$ cat src/rtl/i2c_presc_pkg.sv
package i2c_presc_pkg;

   // Exponent choice for the power-of-two stage.
   typedef enum logic {
      POW2_EXP_N        = 1'b0,
      POW2_EXP_N_PLUS_1 = 1'b1
   } pow2_mode_e;

   localparam int unsigned PRESC_M_W_DEF       = 4;
   localparam int unsigned PRESC_N_W_DEF       = 3;
   localparam int unsigned PRESC_SUB_TICKS_DEF = 10;
   localparam int unsigned PRESC_RESET_DEF     = 'h44;

   // Counter width the power-of-two stage needs for a given exponent field.
   function automatic int unsigned pow2_cnt_width(input int unsigned n_w,
                                                  input pow2_mode_e mode);
      return ((1 << n_w) - 1) + ((mode == POW2_EXP_N_PLUS_1) ? 1 : 0);
   endfunction

endpackage

$ cat src/rtl/i2c_presc_baud_reg.sv
module i2c_presc_baud_reg
   import i2c_presc_pkg::*;
#(
   parameter int unsigned M_W       = PRESC_M_W_DEF,
   parameter int unsigned N_W       = PRESC_N_W_DEF,
   parameter int unsigned RESET_VAL = PRESC_RESET_DEF
) (
   input  logic               clk,
   input  logic               rst_n,
   input  logic               soft_rst,
   input  logic               we_i,
   input  logic [M_W+N_W-1:0] wdata_i,
   input  logic               load_i,
   output logic [M_W-1:0]     m_o,
   output logic [N_W-1:0]     n_o
);

   localparam int unsigned BAUD_W = M_W + N_W;
   localparam logic [BAUD_W-1:0] RST_CODE = BAUD_W'(RESET_VAL);

   logic [BAUD_W-1:0] pending_q;
   logic [BAUD_W-1:0] active_q;

   // Software-visible setting: written at any time.
   always_ff @(posedge clk or negedge rst_n) begin
      if (!rst_n) begin
         pending_q <= RST_CODE;
      end else if (soft_rst) begin
         pending_q <= RST_CODE;
      end else if (we_i) begin
         pending_q <= wdata_i;
      end
   end

   // Setting in force: only moves at a bit boundary.
   always_ff @(posedge clk or negedge rst_n) begin
      if (!rst_n) begin
         active_q <= RST_CODE;
      end else if (soft_rst) begin
         active_q <= RST_CODE;
      end else if (load_i) begin
         active_q <= pending_q;
      end
   end

   assign m_o = active_q[BAUD_W-1:N_W];
   assign n_o = active_q[N_W-1:0];

   // the divider setting never moves inside a bit
   p_hold_mid_bit_r5 : assert property (@(posedge clk) disable iff (!rst_n)
      (!load_i && !soft_rst) |=> $stable(active_q));

   // a soft reset restores the default in both copies
   p_soft_default_r6 : assert property (@(posedge clk) disable iff (!rst_n)
      soft_rst |=> (active_q == RST_CODE) && (pending_q == RST_CODE));

endmodule

$ cat src/rtl/i2c_presc_pow2_stage.sv
module i2c_presc_pow2_stage
   import i2c_presc_pkg::*;
#(
   parameter int unsigned N_W  = PRESC_N_W_DEF,
   parameter pow2_mode_e  MODE = POW2_EXP_N_PLUS_1
) (
   input  logic           clk,
   input  logic           rst_n,
   input  logic           clr_i,
   input  logic [N_W-1:0] n_i,
   output logic           done_o
);

   localparam int unsigned CNT_W = pow2_cnt_width(N_W, MODE);

   logic [N_W:0]       exp_w;
   logic [CNT_W-1:0]   mask_w;
   logic [CNT_W-1:0]   cnt_q;

   generate
      if (MODE == POW2_EXP_N_PLUS_1) begin : g_exp_plus_one
         assign exp_w = {1'b0, n_i} + 1'b1;
      end else begin : g_exp_plain
         assign exp_w = {1'b0, n_i};
      end
   endgenerate

   // Terminal count 2^exp - 1.
   assign mask_w = ~({CNT_W{1'b1}} << exp_w);
   assign done_o = (cnt_q == mask_w);

   always_ff @(posedge clk or negedge rst_n) begin
      if (!rst_n) begin
         cnt_q <= '0;
      end else if (clr_i || done_o) begin
         cnt_q <= '0;
      end else begin
         cnt_q <= cnt_q + 1'b1;
      end
   end

   // the stage never runs past the period its exponent selects
   p_pow2_in_range_r2 : assert property (@(posedge clk) disable iff (!rst_n)
      cnt_q <= mask_w);

endmodule

$ cat src/rtl/i2c_presc_lin_stage.sv
module i2c_presc_lin_stage
   import i2c_presc_pkg::*;
#(
   parameter int unsigned M_W = PRESC_M_W_DEF
) (
   input  logic           clk,
   input  logic           rst_n,
   input  logic           clr_i,
   input  logic           step_i,
   input  logic [M_W-1:0] m_i,
   output logic           done_o
);

   logic [M_W-1:0] cnt_q;

   assign done_o = step_i && (cnt_q == m_i);

   always_ff @(posedge clk or negedge rst_n) begin
      if (!rst_n) begin
         cnt_q <= '0;
      end else if (clr_i) begin
         cnt_q <= '0;
      end else if (step_i) begin
         cnt_q <= (cnt_q == m_i) ? '0 : cnt_q + 1'b1;
      end
   end

   // the linear stage counts M+1 steps, never more
   p_lin_in_range_r2 : assert property (@(posedge clk) disable iff (!rst_n)
      cnt_q <= m_i);

endmodule

$ cat src/rtl/i2c_presc_phase.sv
module i2c_presc_phase
   import i2c_presc_pkg::*;
#(
   parameter int unsigned SUB_TICKS = PRESC_SUB_TICKS_DEF
) (
   input  logic clk,
   input  logic rst_n,
   input  logic soft_rst,
   input  logic lin_done_i,
   output logic start_o,
   output logic load_o,
   output logic sub_tick_o,
   output logic bit_start_o
);

   localparam int unsigned PH_W = (SUB_TICKS > 1) ? $clog2(SUB_TICKS) : 1;
   localparam logic [PH_W-1:0] PH_LAST = PH_W'(SUB_TICKS - 1);

   logic            start_q;
   logic [PH_W-1:0] ph_q;
   logic [PH_W-1:0] ph_next;
   logic            fire;
   logic            sub_q;
   logic            bit_q;

   assign fire    = start_q || lin_done_i;
   assign ph_next = (start_q || (ph_q == PH_LAST)) ? '0 : ph_q + 1'b1;
   assign load_o  = fire && (ph_next == '0);
   assign start_o = start_q;

   always_ff @(posedge clk or negedge rst_n) begin
      if (!rst_n) begin
         start_q <= 1'b1;
         ph_q    <= '0;
         sub_q   <= 1'b0;
         bit_q   <= 1'b0;
      end else if (soft_rst) begin
         start_q <= 1'b1;
         ph_q    <= '0;
         sub_q   <= 1'b0;
         bit_q   <= 1'b0;
      end else begin
         start_q <= 1'b0;
         sub_q   <= fire;
         bit_q   <= load_o;
         if (fire) begin
            ph_q <= ph_next;
         end
      end
   end

   assign sub_tick_o  = sub_q;
   assign bit_start_o = bit_q;

   // a bit start is always also a sub-tick
   p_bit_on_sub_r3 : assert property (@(posedge clk) disable iff (!rst_n)
      bit_q |-> sub_q);

   // the sub-interval index stays below the per-bit count
   p_phase_in_range_r3 : assert property (@(posedge clk) disable iff (!rst_n)
      ph_q <= PH_LAST);

   // bit start lasts one cycle
   p_bit_one_wide_r8 : assert property (@(posedge clk) disable iff (!rst_n)
      bit_q |=> !bit_q);

   // leaving the start state emits both pulses at once
   p_first_pulse_r1 : assert property (@(posedge clk) disable iff (!rst_n)
      (start_q && !soft_rst) |=> (sub_q && bit_q));

endmodule

$ cat src/rtl/i2c_bit_prescaler.sv
module i2c_bit_prescaler
   import i2c_presc_pkg::*;
#(
   parameter int unsigned M_W        = PRESC_M_W_DEF,
   parameter int unsigned N_W        = PRESC_N_W_DEF,
   parameter int unsigned SUB_TICKS  = PRESC_SUB_TICKS_DEF,
   parameter int unsigned BAUD_RESET = PRESC_RESET_DEF,
   parameter pow2_mode_e  POW2_MODE  = POW2_EXP_N_PLUS_1
) (
   input  logic               clk,
   input  logic               rst_n,
   input  logic               soft_rst,
   input  logic               baud_we,
   input  logic [M_W+N_W-1:0] baud_wdata,
   output logic               sub_tick,
   output logic               bit_start
);

   localparam int unsigned BAUD_W = M_W + N_W;

   // Elaboration-time parameter checks.
   generate
      if (M_W < 1 || M_W > 8) begin : g_bad_m_w
         $error("i2c_bit_prescaler: M_W must be 1..8");
      end
      if (N_W < 1 || N_W > 4) begin : g_bad_n_w
         $error("i2c_bit_prescaler: N_W must be 1..4");
      end
      if (SUB_TICKS < 2) begin : g_bad_sub
         $error("i2c_bit_prescaler: SUB_TICKS must be at least 2");
      end
      if (BAUD_RESET >= (1 << BAUD_W)) begin : g_bad_reset
         $error("i2c_bit_prescaler: BAUD_RESET does not fit the baud field");
      end
   endgenerate

   logic [M_W-1:0] m_act;
   logic [N_W-1:0] n_act;
   logic           start_w;
   logic           load_w;
   logic           pow2_done;
   logic           lin_done;
   logic           clr_w;

   assign clr_w = start_w || soft_rst;

   i2c_presc_baud_reg #(
      .M_W       (M_W),
      .N_W       (N_W),
      .RESET_VAL (BAUD_RESET)
   ) u_baud (
      .clk      (clk),
      .rst_n    (rst_n),
      .soft_rst (soft_rst),
      .we_i     (baud_we),
      .wdata_i  (baud_wdata),
      .load_i   (load_w),
      .m_o      (m_act),
      .n_o      (n_act)
   );

   i2c_presc_pow2_stage #(
      .N_W  (N_W),
      .MODE (POW2_MODE)
   ) u_pow2 (
      .clk    (clk),
      .rst_n  (rst_n),
      .clr_i  (clr_w),
      .n_i    (n_act),
      .done_o (pow2_done)
   );

   i2c_presc_lin_stage #(
      .M_W (M_W)
   ) u_lin (
      .clk    (clk),
      .rst_n  (rst_n),
      .clr_i  (clr_w),
      .step_i (pow2_done),
      .m_i    (m_act),
      .done_o (lin_done)
   );

   i2c_presc_phase #(
      .SUB_TICKS (SUB_TICKS)
   ) u_phase (
      .clk         (clk),
      .rst_n       (rst_n),
      .soft_rst    (soft_rst),
      .lin_done_i  (lin_done),
      .start_o     (start_w),
      .load_o      (load_w),
      .sub_tick_o  (sub_tick),
      .bit_start_o (bit_start)
   );

endmodule

$ cat config.mk
export PLATFORM = sky130hd
export DESIGN_NAME = i2c_bit_prescaler
export DESIGN_NICKNAME = d
export VERILOG_FILES = /design/src/rtl/i2c_presc_pkg.sv /design/src/rtl/i2c_presc_baud_reg.sv /design/src/rtl/i2c_presc_pow2_stage.sv /design/src/rtl/i2c_presc_lin_stage.sv /design/src/rtl/i2c_presc_phase.sv /design/src/rtl/i2c_bit_prescaler.sv
export SDC_FILE = /design/constraint.sdc
export NUM_CORES = 1
export LEC_CHECK = 0
export ABC_AREA = 1
export BUFFER_PORTS_ARGS = -buffer_cell sky130_fd_sc_hd__buf_4
export CAP_MARGIN = 20
export CORE_MARGIN = 2
export CORE_UTILIZATION = 25
export CTS_CLUSTER_DIAMETER = 100
export DETAILED_ROUTE_END_ITERATION = 8
export HOLD_SLACK_MARGIN = 0.12
export SLEW_MARGIN = 20
export SYNTH_ARGS = -nofsm -noshare
export SYNTH_HDL_FRONTEND = slang
export SYNTH_SLANG_ARGS = --single-unit
$ cat constraint.sdc
create_clock -name clk -period 2.65 [get_ports clk]
set_clock_uncertainty 0.2 [all_clocks]
set_input_delay 0.3975 -clock clk [delete_from_list [all_inputs] [get_ports clk]]
set_output_delay 0.3975 -clock clk [all_outputs]
set_load 0.02 [all_outputs]
; ---- Yosys cells after proc, flatten, opt, wreduce, memory -nomap -nowiden
; Index checks and enable logic that the tools add are counted.
; Widths: inputs -> output; s select.
[totals]
in_bits = 11
latch_bits = 0
mem_bits_ro = 0
ram_bits = 0
wordCells = 42
ff_bits = 33
n_memories = 0
[op_classes]
n_bitwise = 1
order_cmp = 0
eq_ne = 3
reduce_logical = 11
shift = 1
div_mod_pow = 0
n_mul = 0
mux = 14
add_sub_neg = 4
[ops]
columns = operator, n
row1 = $mux 7, 4
row2 = $mux 4, 6
row3 = $add 4x1->4 const B, 2
row4 = $add 8x1->8 const B, 1
row5 = $eq 8x8->1, 1
row6 = $mux 8, 1
row7 = $not 8->8, 1
row8 = $reduce_bool 2->1, 4
row9 = $shl 8x4->8 const A, 1
row10 = $add 3x1->4 const B, 1
row11 = $eq 4x4->1, 1
row12 = $eq 4x4->1 const B, 1
row13 = $logic_not 4->1, 1
row14 = $logic_or 1x1->1, 4
row15 = $mux 1, 3
row16 = $logic_and 1x1->1, 2

; ---- Logic depth before layout (Yosys ltp)
[logic_depth]
depth_word = 9
depth_mapped = 13

; ---- By module
; Synthesis repeated with hierarchy kept, for this count alone.
[hier_totals]
hier_cells = 252
hier_area_um2 = 1901.8
[modules_own_cells]
columns = module, n_inst, area_per_inst_um2, seq_area_each_um2, cells_per_inst
row1 = i2c_presc_pow2_stage, 1, 634.4, 200.2, 90
row2 = i2c_presc_baud_reg, 1, 553.0, 355.3, 61
row3 = i2c_presc_phase, 1, 387.9, 176.4, 46
row4 = i2c_presc_lin_stage, 1, 315.3, 100.1, 52
row5 = i2c_bit_prescaler, 1, 11.3, 0.0, 3

; ---- Least setup slack after synthesis
; Ideal clock, no wire load.
[synth_timing]
kind = reg-to-reg
start = register u_baud.active_q[1]
end = register u_baud.active_q[1]
period_less_slack_ns = 2.026
stages_incl_launch_ff = 12
setup_slack_ns = 0.624
t_required_ns = 2.333
arrival_ns = 1.708
setup_ns = 0.117
cell_sequence = dfrtp_1 ha_1 nor2_1 nor2_1 nor2_1 nand2_1 nor2_2 nand3_2 o21bai_4 nand3_2 nand2_1 nand2_1
[synth_between]
elab_chain_len = 8
[synth_rtl]
columns = item, line_no
row1 = from (decl), i2c_presc_baud_reg.sv:22  ; logic [BAUD_W-1:0] active_q;
row2 = from (signal assigned), i2c_presc_baud_reg.sv:42  ; active_q <= pending_q;
row3 = $add 3x1->4, i2c_presc_pow2_stage.sv:22  ; assign exp_w = {1'b0, n_i} + 1'b1;
row4 = $shl 8x4->8, i2c_presc_pow2_stage.sv:29  ; assign mask_w = ~({CNT_W{1'b1}} << exp_w);
row5 = $not 8->8, i2c_presc_pow2_stage.sv:29
row6 = $eq 8x8->1, i2c_presc_pow2_stage.sv:30  ; assign done_o = (cnt_q == mask_w);
row7 = $logic_and 1x1->1, i2c_presc_lin_stage.sv:16  ; assign done_o = step_i && (cnt_q == m_i);
row8 = $logic_or 1x1->1, i2c_presc_phase.sv:26  ; assign fire = start_q || lin_done_i;
row9 = $logic_and 1x1->1, i2c_presc_phase.sv:28  ; assign load_o = fire && (ph_next == '0);
row10 = $reduce_bool 2->1 (no source line), -
; Every way passes these cells.
; A chain may end at the register's enable or synchronous reset.

; ---- Worst setup path in the final report
[layout_timing]
start = register u_baud.active_q[1]
end = register u_baud.active_q[0]
; The elaborated chain is that of the path after synthesis.

==> flow_metrics.env <==
export IMPL_status="finished, final reports clean"
export IMPL_timing_slew_headroom_pct=68.5
export IMPL_drc=0
export IMPL_timing_fmax_mhz=437
export IMPL_grt_max_degree=34
export IMPL_port_buffers=12
export IMPL_drive_above_1_share_pct=17.7
export IMPL_critPathMaxFanout=9
export IMPL_regToRegSetupSlack_ns=0.36
export IMPL_synthArstFlopShare_pct=100
export IMPL_htree_levels=2
export IMPL_r2r_start="u_baud.active_q[1]$_DFFE_PN0P_"
export IMPL_io_pins=13
export IMPL_syn_nets=260
export IMPL_antenna_found_initial=0
export IMPL_dieHeight_um=91.9
export IMPL_hold_viol_final=0
export IMPL_crit_required_ns=2.63
export IMPL_synth_cell_types=28
export IMPL_vias=1581
export IMPL_synth_edf_count=0
export IMPL_syn_cell_area_mm2=0.00193
export IMPL_min_to="u_baud.pending_q[2]$_DFFE_PN1P_"
export IMPL_min_path_cells=3
export IMPL_clock_sinks=33
export IMPL_finalSetupViolations=0
export IMPL_die_w_um=91.9
export IMPL_dieArea_mm2=0.00845
export IMPL_grt_overflow_total=0
export IMPL_netlist_instances=243
export IMPL_cts_resized=0
export IMPL_syn_avg_cell_area_um2=7.96
export IMPL_maxCapViolations=0
export IMPL_row_count=32
export IMPL_setup_worst_path_end_class="flip-flop"
export IMPL_final_nets=283
export IMPL_post_drt_wl_per_cell_um=9.79
export IMPL_grt_pass1_wl_mm=6.61
export IMPL_clk_latency_ns=0.28
export IMPL_rsz0062_at_grt="no"
export IMPL_ys_flop_type="dfrtp_1"
export IMPL_layout_common_cells="nand2_1, inv_1, nor2_1"
export IMPL_power_w=0.00114
export IMPL_r2r_end="u_baud.active_q[0]$_DFFE_PN0P_"
export IMPL_place_congestion=0.826
export IMPL_postRouteAntennaNets=0
export IMPL_hp_start="baud_wdata[2]"
export IMPL_first_global_vias=1498
export IMPL_drt_total_wl_mm=3.60
export IMPL_cts_tree="yes"
export IMPL_insertedDiodeCount=0
export IMPL_arrival_ns=2.27
export IMPL_clkTransAtPathRegs_ns=0.06
export IMPL_synthToLayoutAreaGrowth_pct=18.1
export IMPL_yosys_warnings=0
export IMPL_timing_final_crit_share_pct=86.3
export IMPL_coreArea_mm2=0.00761
export IMPL_synth_seq_cells=33
export IMPL_layout_commonest_cell="nand2_1"
export IMPL_final_max_slew_viol_count=0
export IMPL_dr_pass1_iters=4
export IMPL_track_usage_pct=9.62
export IMPL_setup_tns_ns=0
export IMPL_reg2regPathDepth=11
export IMPL_hpwl_mm=2.76
export IMPL_post_cts_buffers=0
export IMPL_period_needed_ns=2.29
export IMPL_grtUsageMet1_pct=12.4
export IMPL_gr_usage_met2_pct=15.3
export IMPL_numCtsBuffers=5
export IMPL_clockRootBuffer="clkbuf_8"
export IMPL_total_leakage_power_nw=1.12
export IMPL_use_met3_pct=1.97
export IMPL_clockBufferDepth=2
export IMPL_crit_path_start_kind="flip-flop"
export IMPL_drt_iter0_drc=80
export IMPL_p_per_area_mw_per_mm2=500
export IMPL_min_path_type="input pin to flip-flop"
export IMPL_top_usage_layer="met2"
export IMPL_vias_per_cell=4.30
export IMPL_tightest_slew_ns=0.471
export IMPL_seq_area_frac_synth_pct=43.0
export IMPL_path_class="flip-flop to flip-flop"
export IMPL_ir_drop_mv=0.288
export IMPL_initial_utilization_pct=25.4
[cell families (layout without fill, tap and decap cells)]
logic type	after synthesis	count (layout)	synth area share [%]
xor gates and xnor gates	8	8	3.62
AOI/OAI and AO/OA	17	17	5.76
buffers and inverters	39	62	8.80
DFF	33	33	43.0
adders and majority gates	6	6	3.88
and+or+nand+nor	140	140	34.9
[metal layers]
layer  routed length [µm]  up-vias
li1                     -      825
met2                 1690       22
met1                 1740      727
met5                    0        -
met4                   74        0
met3                  105        7
[worst max path at each step]
stage | startpoint | end
finish | u_baud.active_q[1]$_DFFE_PN0P_ | u_baud.active_q[0]$_DFFE_PN0P_
global route | u_baud.active_q[1]$_DFFE_PN0P_ | u_baud.active_q[0]$_DFFE_PN0P_
CTS | u_baud.active_q[1]$_DFFE_PN0P_ | u_baud.active_q[0]$_DFFE_PN0P_
detailed placement | u_baud.active_q[1]$_DFFE_PN0P_ | u_baud.active_q[5]$_DFFE_PN0P_
global placement | u_baud.active_q[1]$_DFFE_PN0P_ | u_baud.active_q[1]$_DFFE_PN0P_
floorplan | u_baud.active_q[1]$_DFFE_PN0P_ | u_baud.active_q[1]$_DFFE_PN0P_
[worst max-delay path: stages, from the launching register on]
cell and delay (ns):
dfrtp_1 0.49, ha_1 0.36, nor2_1 0.12, nor2_1 0.05, nor2_1 0.10, nand2_1 0.06, nor2_2 0.11, nand3_2 0.12
o21bai_4 0.24, nand3_2 0.18, nand2_1 0.11, nand2_1 0.05
[synth_stat cells (4+ instances only)]
master	number	share of area (%)
nand2_1	56	11
inv_1	31	6.0
nor2_1	29	5.6
dfrtp_1	28	36
nand3_1	20	5.2
nand4_1	13	4.2
xor2_1	8	3.6
o21ai_0	7	1.8
ha_1	6	3.9
a21oi_1	5	1.3
dfstp_2	5	6.8
nand2_2	5	1.6
nor3_1	4	1.0
[timing repair]
action | 4_1_cts | 5_1_grt
hold buffers | 7 | 0
setup endpoints to repair | 0 | 0
hold endpoints to repair | 34 | 0
[report_power, final]
group	switching [W]	internal, W
registers	0.0000268	0.000536
logic	0.000124	0.0000771
clock network	0.000173	0.000206
[cell type report]
class,count,area [µm²]
Fill cell,834,5320
Clock buffer,7,86.3
Tap cell,102,128
Inverter,33,124
Timing Repair Buffer,22,183
Sequential cell,33,832
Multi-Input combinational cell,171,931
[flip-flops by register name, indices dropped and copies added, names as in the netlist]
signal	count
u_baud.active_q	7
u_baud.pending_q	7
u_lin.cnt_q	4
u_phase.bit_start_o	1
u_phase.ph_q	4
u_phase.start_o	1
u_phase.sub_tick_o	1
u_pow2.cnt_q	8
[per-stage QoR]
step	worst slack [ns]	std cells	util [%]	hold slack, ns	area, µm²
finish	0.362	368	30.0	0.164	2280
floorplan	0.624	243	-	-0.0981	1930
CTS	0.363	368	30.0	0.153	2280
detailed placement	0.380	354	28.0	0.168	2130
global placement	0.399	354	28.0	0.167	2130
global route	0.165	368	30.0	0.170	2280
Power figures use the tool's default switching activity.
